### src/rtl/ilkt_pkg.sv
package ilkt_pkg;
  localparam int ERR_W       = 6;
  localparam int ERR_NOBURST = 0;
  localparam int ERR_REOPEN  = 1;
  localparam int ERR_SOP     = 2;
  localparam int ERR_NOSOP   = 3;
  localparam int ERR_LOSOB   = 4;
  localparam int ERR_COUNT   = 5;

  typedef struct packed {
    logic sop;
    logic sob;
    logic eob;
    logic eop;
  } ilkt_flags_t;
endpackage

### src/rtl/ilkt_mask_gen.sv
module ilkt_mask_gen #(
  parameter int WORDS = 8,
  parameter int CNT_W = 4
) (
  input  logic [CNT_W-1:0] cnt,
  output logic [WORDS-1:0] mask,
  output logic             over
);
  // Bit i is valid when at least WORDS-i words are present (top-packed).
  for (genvar i = 0; i < WORDS; i++) begin : g_bit
    assign mask[i] = (32'(cnt) >= 32'(WORDS - i));
  end
  assign over = (32'(cnt) > 32'(WORDS));
endmodule

### src/rtl/ilkt_chan_track.sv
module ilkt_chan_track
  import ilkt_pkg::*;
#(
  parameter int CHAN_W = 8
) (
  input  logic              clk,
  input  logic              rst,
  input  logic              acc,
  input  ilkt_flags_t       flg,
  input  logic              sob_lo,
  input  logic              cnt_over,
  input  logic [CHAN_W-1:0] chan,
  output logic [CHAN_W-1:0] tag_chan,
  output logic [ERR_W-1:0]  err
);
  localparam int NCHAN = 1 << CHAN_W;

  logic              burst_open;
  logic [CHAN_W-1:0] burst_chan;
  logic [NCHAN-1:0]  pkt_open;
  logic              pkt_bit;
  logic              burst_end;

  assign tag_chan  = flg.sob ? chan : burst_chan;
  assign pkt_bit   = pkt_open[tag_chan];
  assign burst_end = flg.eob | flg.eop;

  always_comb begin
    err                = '0;
    err[ERR_NOBURST]   = !flg.sob && !burst_open;
    err[ERR_REOPEN]    = flg.sob && burst_open;
    err[ERR_SOP]       = flg.sop && (pkt_bit || !flg.sob);
    err[ERR_NOSOP]     = flg.sob && !flg.sop && !pkt_bit;
    err[ERR_LOSOB]     = sob_lo;
    err[ERR_COUNT]     = cnt_over;
  end

  always_ff @(posedge clk) begin
    if (rst) begin
      burst_open <= 1'b0;
      burst_chan <= '0;
    end else if (acc) begin
      if (flg.sob) burst_chan <= chan;
      if (burst_end)    burst_open <= 1'b0;
      else if (flg.sob) burst_open <= 1'b1;
    end
  end

  for (genvar c = 0; c < NCHAN; c++) begin : g_pkt
    always_ff @(posedge clk) begin
      if (rst) begin
        pkt_open[c] <= 1'b0;
      end else if (acc && !err[ERR_NOBURST] && (tag_chan == CHAN_W'(c))) begin
        if (flg.eop)      pkt_open[c] <= 1'b0;
        else if (flg.sop) pkt_open[c] <= 1'b1;
      end
    end
  end
endmodule

### src/rtl/ilkt_out_stage.sv
module ilkt_out_stage #(
  parameter int PW = 8
) (
  input  logic          clk,
  input  logic          rst,
  input  logic          s_valid,
  output logic          s_ready,
  input  logic [PW-1:0] s_pay,
  output logic          m_valid,
  input  logic          m_ready,
  output logic [PW-1:0] m_pay
);
  assign s_ready = !m_valid || m_ready;

  always_ff @(posedge clk) begin
    if (rst) begin
      m_valid <= 1'b0;
      m_pay   <= '0;
    end else if (s_ready) begin
      m_valid <= s_valid;
      if (s_valid) m_pay <= s_pay;
    end
  end
endmodule

### src/rtl/ilkt_burst_tagger.sv
module ilkt_burst_tagger
  import ilkt_pkg::*;
#(
  parameter int WORDS  = 8,
  parameter int WORD_W = 16,
  parameter int CNT_W  = 4,
  parameter int CHAN_W = 8
) (
  input  logic                    clk,
  input  logic                    rst,
  input  logic                    in_valid,
  output logic                    in_ready,
  input  logic                    in_sop,
  input  logic [1:0]              in_sob,
  input  logic                    in_eob,
  input  logic                    in_eop,
  input  logic [CNT_W-1:0]        in_count,
  input  logic [CHAN_W-1:0]       in_chan,
  input  logic [WORDS*WORD_W-1:0] in_data,
  output logic                    out_valid,
  input  logic                    out_ready,
  output logic                    out_sop,
  output logic                    out_sob,
  output logic                    out_eob,
  output logic                    out_eop,
  output logic [CHAN_W-1:0]       out_chan,
  output logic [WORDS-1:0]        out_mask,
  output logic [WORDS*WORD_W-1:0] out_data,
  output logic [ERR_W-1:0]        out_err
);
  localparam int DW = WORDS * WORD_W;
  localparam int PW = DW + WORDS + CHAN_W + ERR_W + 4;

  ilkt_flags_t       flg;
  ilkt_flags_t       oflg;
  logic [WORDS-1:0]  mask;
  logic              over;
  logic [CHAN_W-1:0] tag_chan;
  logic [ERR_W-1:0]  err;
  logic [DW-1:0]     data_z;
  logic [PW-1:0]     pay_in;
  logic [PW-1:0]     pay_out;
  logic              acc;

  assign flg.sop = in_sop;
  assign flg.sob = in_sob[1];
  assign flg.eob = in_eob;
  assign flg.eop = in_eop;
  assign acc     = in_valid && in_ready;

  ilkt_mask_gen #(.WORDS(WORDS), .CNT_W(CNT_W)) u_mask (
    .cnt  (in_count),
    .mask (mask),
    .over (over)
  );

  ilkt_chan_track #(.CHAN_W(CHAN_W)) u_track (
    .clk      (clk),
    .rst      (rst),
    .acc      (acc),
    .flg      (flg),
    .sob_lo   (in_sob[0]),
    .cnt_over (over),
    .chan     (in_chan),
    .tag_chan (tag_chan),
    .err      (err)
  );

  for (genvar k = 0; k < WORDS; k++) begin : g_word
    assign data_z[k*WORD_W +: WORD_W] = mask[k] ? in_data[k*WORD_W +: WORD_W] : '0;
  end

  assign pay_in = {data_z, mask, tag_chan, err, flg};

  ilkt_out_stage #(.PW(PW)) u_out (
    .clk     (clk),
    .rst     (rst),
    .s_valid (in_valid),
    .s_ready (in_ready),
    .s_pay   (pay_in),
    .m_valid (out_valid),
    .m_ready (out_ready),
    .m_pay   (pay_out)
  );

  assign {out_data, out_mask, out_chan, out_err, oflg} = pay_out;
  assign out_sop = oflg.sop;
  assign out_sob = oflg.sob;
  assign out_eob = oflg.eob;
  assign out_eop = oflg.eop;
endmodule

### config.mk
export PLATFORM = sky130hd
export DESIGN_NAME = ilkt_burst_tagger
export DESIGN_NICKNAME = d
export VERILOG_FILES = /design/src/rtl/ilkt_pkg.sv /design/src/rtl/ilkt_mask_gen.sv /design/src/rtl/ilkt_chan_track.sv /design/src/rtl/ilkt_out_stage.sv /design/src/rtl/ilkt_burst_tagger.sv
export SDC_FILE = /design/constraint.sdc
export NUM_CORES = 1
export LEC_CHECK = 0
export BUFFER_PORTS_ARGS = -buffer_cell sky130_fd_sc_hd__buf_2
export CELL_PAD_IN_SITES_DETAIL_PLACEMENT = 0
export CELL_PAD_IN_SITES_GLOBAL_PLACEMENT = 1
export CORE_MARGIN = 1
export CORE_UTILIZATION = 43
export DETAILED_ROUTE_END_ITERATION = 12
export PLACE_DENSITY = 0.8
export SYNTH_ARGS = -nofsm -noshare
export SYNTH_HDL_FRONTEND = slang
export SYNTH_SLANG_ARGS = --single-unit
### constraint.sdc
create_clock -name clk -period 3.1 [get_ports clk]
set_input_delay 0.31 -clock clk [delete_from_list [all_inputs] [get_ports clk]]
set_output_delay 0.31 -clock clk [all_outputs]
set_load 0.005 [all_outputs]
# --- Word level (Yosys, flattened, before mapping) ---
# Index checks and enable logic that the tools add are counted.
totals:
  register_bits: 420
  memories: 0
  latch_bits: 0
  mem_bits_rw: 0
  wordCells: 1073
  out_inout_bits: 156
  inputBits: 149
  rom_bits: 0
op_classes:
  mux: 15
  n_reduce_logical: 532
  n_shift: 0
  n_eq_ne: 255
  bitwise_logic: 1
  div: 0
  add_sub_neg: 0
  n_mul: 0
  order_cmp: 10
ops:
  columns: ["operator", "n"]
  rows:
  - ["equality test 8 bit, second input constant", 128]
  - ["AND reduction 2 bit", 258]
  - ["equality test 8 x 7 -> 1 bit, second input constant", 64]
  - ["logical AND 1 bit", 263]
  - ["equality test 8 x 6 -> 1 bit, second input constant", 32]
  - ["equality test 8 x 5 -> 1 bit, second input constant", 16]
  - ["2-to-1 mux 16 bit", 8]
  - ["equality test 8 x 4 -> 1 bit, second input constant", 8]
  - ["equality test 8 x 3 -> 1 bit, second input constant", 4]
  - ["equality test 8 x 2 -> 1 bit, second input constant", 2]
  - ["greater-or-equal comparator 4 x 3 -> 1 bit, second input constant", 4]
  - ["< comparator 8 x 9 -> 1 bit, second input constant", 1]
  - ["binary-select mux 1 bit (select 8 bit)", 1]
  - ["equality test 8 x 1 -> 1 bit, second input constant", 1]
  - ["greater-or-equal comparator 4 x 2 -> 1 bit, second input constant", 2]
  - ["zero test 8 bit", 1]
  - ["2-to-1 mux 8 bit", 1]
  - ["zero test 1 bit", 6]
  - ["2-to-1 mux 1 bit", 5]
  - ["greater-or-equal comparator 4 x 1 -> 1 bit, second input constant", 1]
  - ["greater-or-equal comparator 4 bit, second input constant", 1]
  - ["> comparator 4 bit, second input constant", 1]
  - ["nonzero test 2 bit", 2]
  - ["logical OR 1 bit", 2]
  - ["bitwise OR 1 bit", 1]

# --- Depth between registers and ports, before layout ---
depth:
  depth_word: 6
  depth_mapped: 12
  mapped_depth_nobuf: 8

# --- Hierarchy ---
# Synthesis repeated with hierarchy kept, for this count alone.
unflattened:
  hier_cells: 2483
  hier_area_um2: 21431.8
modules_own_cells:
  columns: ["module", "seq_area_each_um2", "cells_each", "instances", "area_each_um2"]
  rows:
  - ["ilkt_chan_track", 5305.1, 1630, 1, 13277.7]
  - ["ilkt_out_stage", 3103.0, 706, 1, 7088.0]
  - ["ilkt_burst_tagger", 0.0, 137, 1, 993.5]
  - ["ilkt_mask_gen", 0.0, 10, 1, 72.6]

# --- Worst setup path before layout ---
# OpenSTA, ideal clock, no wires.
synth_path:
  path_kind: "input to register"
  startpoint: "input port in_sob[1]"
  endpoint: "register u_out.m_pay[6]"
  cell_stages: 10
  required_time_ps: 3033
  setup_ps: 67
  setup_slack_ps: 509
  arrival_ps: 2524
  cell_sequence: "buf_6 -> mux2i_1 -> buf_2 -> buf_1 -> mux2i_1 -> o32ai_1 -> a2111oi_0 -> nand4_1 -> or3b_1 -> a21oi_2"
synth_via:
  elab_chain_cells: 5
synth_rtl:
  columns: ["item", "line", "text"]
  rows:
  - ["start, declared", "ilkt_burst_tagger.sv:14", "input logic [1:0] in_sob,"]
  - ["2-to-1 mux 8 bit", null, null]
  - ["binary-select mux 1 bit (select 8 bit)", "ilkt_chan_track.sv:25", "assign pkt_bit = pkt_open[tag_chan];"]
  - ["2-to-1 mux 1 bit (implied by the code)", "ilkt_chan_track.sv:25", null]
  - ["logical OR 1 bit (*)", "ilkt_chan_track.sv:32", "err[ERR_SOP] = flg.sop && (pkt_bit || !flg.sob);"]
  - ["logical AND 1 bit (*)", "ilkt_chan_track.sv:32", null]
  - ["end signal, assigned", "ilkt_out_stage.sv:21", "if (s_valid) m_pay <= s_pay;"]
  - ["end, declared", "ilkt_out_stage.sv:11", "output logic [PW-1:0] m_pay"]
# Mark *: on every way between the ends. The rest lies on a longest branch, timed or not. The select of a mux whose other input is x is not followed.
# A chain may end at the register's enable or synchronous reset.

# --- Worst setup path after layout ---
layout_path:
  startpoint: "register u_track.burst_chan[1]"
  endpoint: "register u_out.m_pay[6]"
layout_via:
  elab_chain_cells: 5
layout_rtl:
  columns: ["item", "line", "text"]
  rows:
  - ["start, declared", "ilkt_chan_track.sv:19", "logic [CHAN_W-1:0] burst_chan;"]
  - ["start signal, assigned", "ilkt_chan_track.sv:43", "if (flg.sob) burst_chan <= chan;"]
  - ["2-to-1 mux 8 bit", null, null]
  - ["binary-select mux 1 bit (select 8 bit)", "ilkt_chan_track.sv:25", null]
  - ["2-to-1 mux 1 bit (implied by the code)", "ilkt_chan_track.sv:25", null]
  - ["logical OR 1 bit", "ilkt_chan_track.sv:32", null]
  - ["logical AND 1 bit", "ilkt_chan_track.sv:32", null]
# Every way passes these cells. The select of a mux whose other input is x is not followed.

==> results.toml <==
[sta]
worstMarginPinSlew_ps = 1386
finalSetupTns_ps = 0
hold_violations = 0
rsz0062_at_grt = "false"
setup_viol = 0
slew_viol_final = 0
slew_headroom_pct = 7.568
fin_crit_sh_pct = 95.34
finalClockSkew_ps = 17.40
final.min_clock_period_ps = 2955
fmax_ghz = 0.3384

[route]
vias_per_cell = 6.094
vias = 17692
drcViolationCount = 0
drt_wl_total_um = 64740
first_pass_iters = 5
wl_per_cell_um = 22.30
drt_iter0_drc = 1821
ant_nets = 0

[die]
die_y_um = 207.0
fp.dieArea_mm2 = 0.04283
initial_core_util_pct = 43.94
die-width_um = 207.0
io-pin-count = 305
coreArea_mm2 = 0.04111
row_count = 74

[placement]
placedCellCount = 2697
hpwl_um = 42510
placed_cell_area_mm2 = 0.02049
io_buffers = 304
gp_congestion = 0.9211

[yosys]
yosys-top-cells-count = "412 x dfxtp_1, 286 x a21oi_1, 202 x a311oi_1, 176 x nor2_1, 175 x clkbuf_1"
syn_area_mm2 = 0.01806
avgSynthCellArea_um2 = 9.188
async_reset_ff_share_pct = 0
synth.most_common_cell = "dfxtp_1"
ys_seq_area_share_pct = 45.66
syn-num-nets = 2115
synth_flop_cell = "dfxtp_1"
yosysWarnings = 0
synth_seq_cells = 412
yosysTopAreaCell = "dfxtp_1"
postSynthCellCount = 1966
ys_types = 56
yosys-top-cells-area = "dfxtp_1 46%, a311oi_1 9.8%, mux2i_1 8.8%"
synth.top_cell.area_share_pct = 45.66
synth-edff-count = 0

[clocking]
cts_setup_buffers = 0
root_buffer = "clkbuf_16"
cts_sinks = 412
cts_made_buffers = 45
htree_num_levels = 2
clockBufferDepth = 3
path_clk_slew_ps = 60
clkLatencyLatePin_ps = 580
cts_tree = "done"

[cells_and_area]
seqCellArea_mm2 = 0.008248
multi_input_area_mm2 = 0.008966
fin_cells = 2903
utilization_pct = 56.60
nNetsFinal = 2487
fillers = 3656
drive_gt1_share_pct = 23.01
final_area_mm2 = 0.02327
areaGrowthSynthToFinish_pct = 28.82

[setup_path]
path_class = "reg -> reg"
worstPathArrival_ps = 3470
crit_fanout = 14
critPathSlowestCell = "dfxtp_1"
critPathCaptureType = "register"
slowest_delay_ps = 540
crit_chain = "mux2_8 -> buf_4 -> mux2i_1 -> mux2i_1 -> o32ai_1 -> nor4_1 -> buf_4 -> nand4_1 -> or3b_1 -> a21oi_2"
startpoint_type = "register"
cp.required_ps = 3620

[pwr]
power_density_mw_per_mm2 = 535.8
p_total_w = 0.01247
p_leak_nw = 8.803
ir_drop_uv = 435.6

[status]
run_status = "finished, final reports clean"

[global_routing]
grt_use_total_pct = 28.59
overflow = 0
grt_pass1_vias = 16253
grt_max_degree = 170
grt_pass1_wl_um = 95610
antenna_found_initial = 0

[job]
cap_violations = 0

[min_path]
hp-class = "in -> reg"
-- through the flow --
| step | setup WS, ps | hold WS [ps] |
|---|---|---|
| finish | 144.6 | 29.93 |
| global route | 1.526 | 32.95 |
| global placement | 47.72 | 436.1 |
| floorplan | 508.8 | 439.5 |
| detailed placement | 22.21 | 443.6 |
| CTS | 188.7 | 3.091 |
-- final cells by class --
type | instances | share of cell area [%]
clock inverters | 14 | 0.8442
flip-flops and latches | 412 | 35.45
well taps | 532 | 2.861
repair buffers | 545 | 16.64
clock buffers | 64 | 5.619
diodes | 2 | 0.02151
inverters | 2 | 0.03226
multi-input cells | 1332 | 38.53
-- what timing repair did --
| action | CTS | global route |
|---|---|---|
| gates resized for setup | 0 | 1 |
| hold buffers | 125 | 0 |
| hold endpoints to repair | 125 | 0 |
| endpoints found under the setup margin | 0 | 1 |
-- layer usage --
metal  part of all wire, %  vias to the layer above  GRT usage [%]
met1                    42                     8565          38.35
met5                     0                        -              0
met4                   2.7                        0          9.776
met2                    49                      743          46.30
li1                      -                     8251              -
met3                   6.8                      133          4.882
-- registers in the layout (all words and copies together) (netlist names) --
signal and count:
u_track.pkt_open 256, u_track.burst_open 1, u_track.burst_chan 7, u_out.m_pay 147
u_out.m_valid 1
-- logic make-up after synthesis --
kind of cell	count (synthesis)	share of synthesized area, %
simple gates	437	11.23
buf+inv	223	5.451
flops	412	45.66
mux	178	10.93
compound gates	716	26.73
-- worst paths after layout --
kind / startpoint / end / slack [ps] / depth (start not counted)
hold / removal: in_data[3] / u_out.m_pay[29] / 30 / 3
hold reg to reg: u_out.m_pay[33] / u_out.m_pay[33] / 450 / 2
setup reg to reg: u_track.burst_chan[1] / u_out.m_pay[6] / 140 / 10
setup / recovery: u_track.burst_chan[1] / u_out.m_pay[6] / 140 / 10
-- worst max-delay path, delay by kind of cell (launching register included) --
kind,cells,cell delay [ps]
buffers and inverters,2,480
muxes,3,710
and+or+nand+nor,3,860
AOI/OAI and AO/OA,2,260
DFF,1,540
-- layout by cell type (no fill, tap or decap), types with 6 or more instances in the layout --
| cell type | n |
|---|---|
| nor3_1 | 18 |
| or3_1 | 39 |
| or3b_2 | 6 |
| and2_1 | 6 |
| nand3b_1 | 8 |
| buf_4 | 99 |
| dlygate4sd3_1 | 125 |
| a311oi_1 | 202 |
| o32ai_1 | 18 |
| o22ai_1 | 10 |
| a21oi_1 | 286 |
| o21ai_0 | 41 |
| a211oi_1 | 18 |
| nand3_1 | 40 |
| clkbuf_16 | 45 |
| buf_2 | 302 |
| clkbuf_8 | 11 |
| clkinv_2 | 7 |
| nand2_1 | 104 |
| a22oi_1 | 114 |
| mux2i_1 | 157 |
| clkbuf_1 | 8 |
| mux4_2 | 13 |
| nor2_1 | 174 |
| nor4_1 | 7 |
| buf_12 | 17 |
| dfxtp_1 | 412 |
| a22oi_2 | 8 |
-- where the power goes --
part / total, W / leakage (nW) / switching, W / internal (W)
clock: 0.00549 / 0.745 / 0.00222 / 0.00326
sequential: 0.00549 / 3.34 / 0.0000800 / 0.00541
combinational: 0.00149 / 4.72 / 0.000886 / 0.000605
total: 0.0125 / 8.80 / 0.00319 / 0.00928
Power figures use the tool's default switching activity.
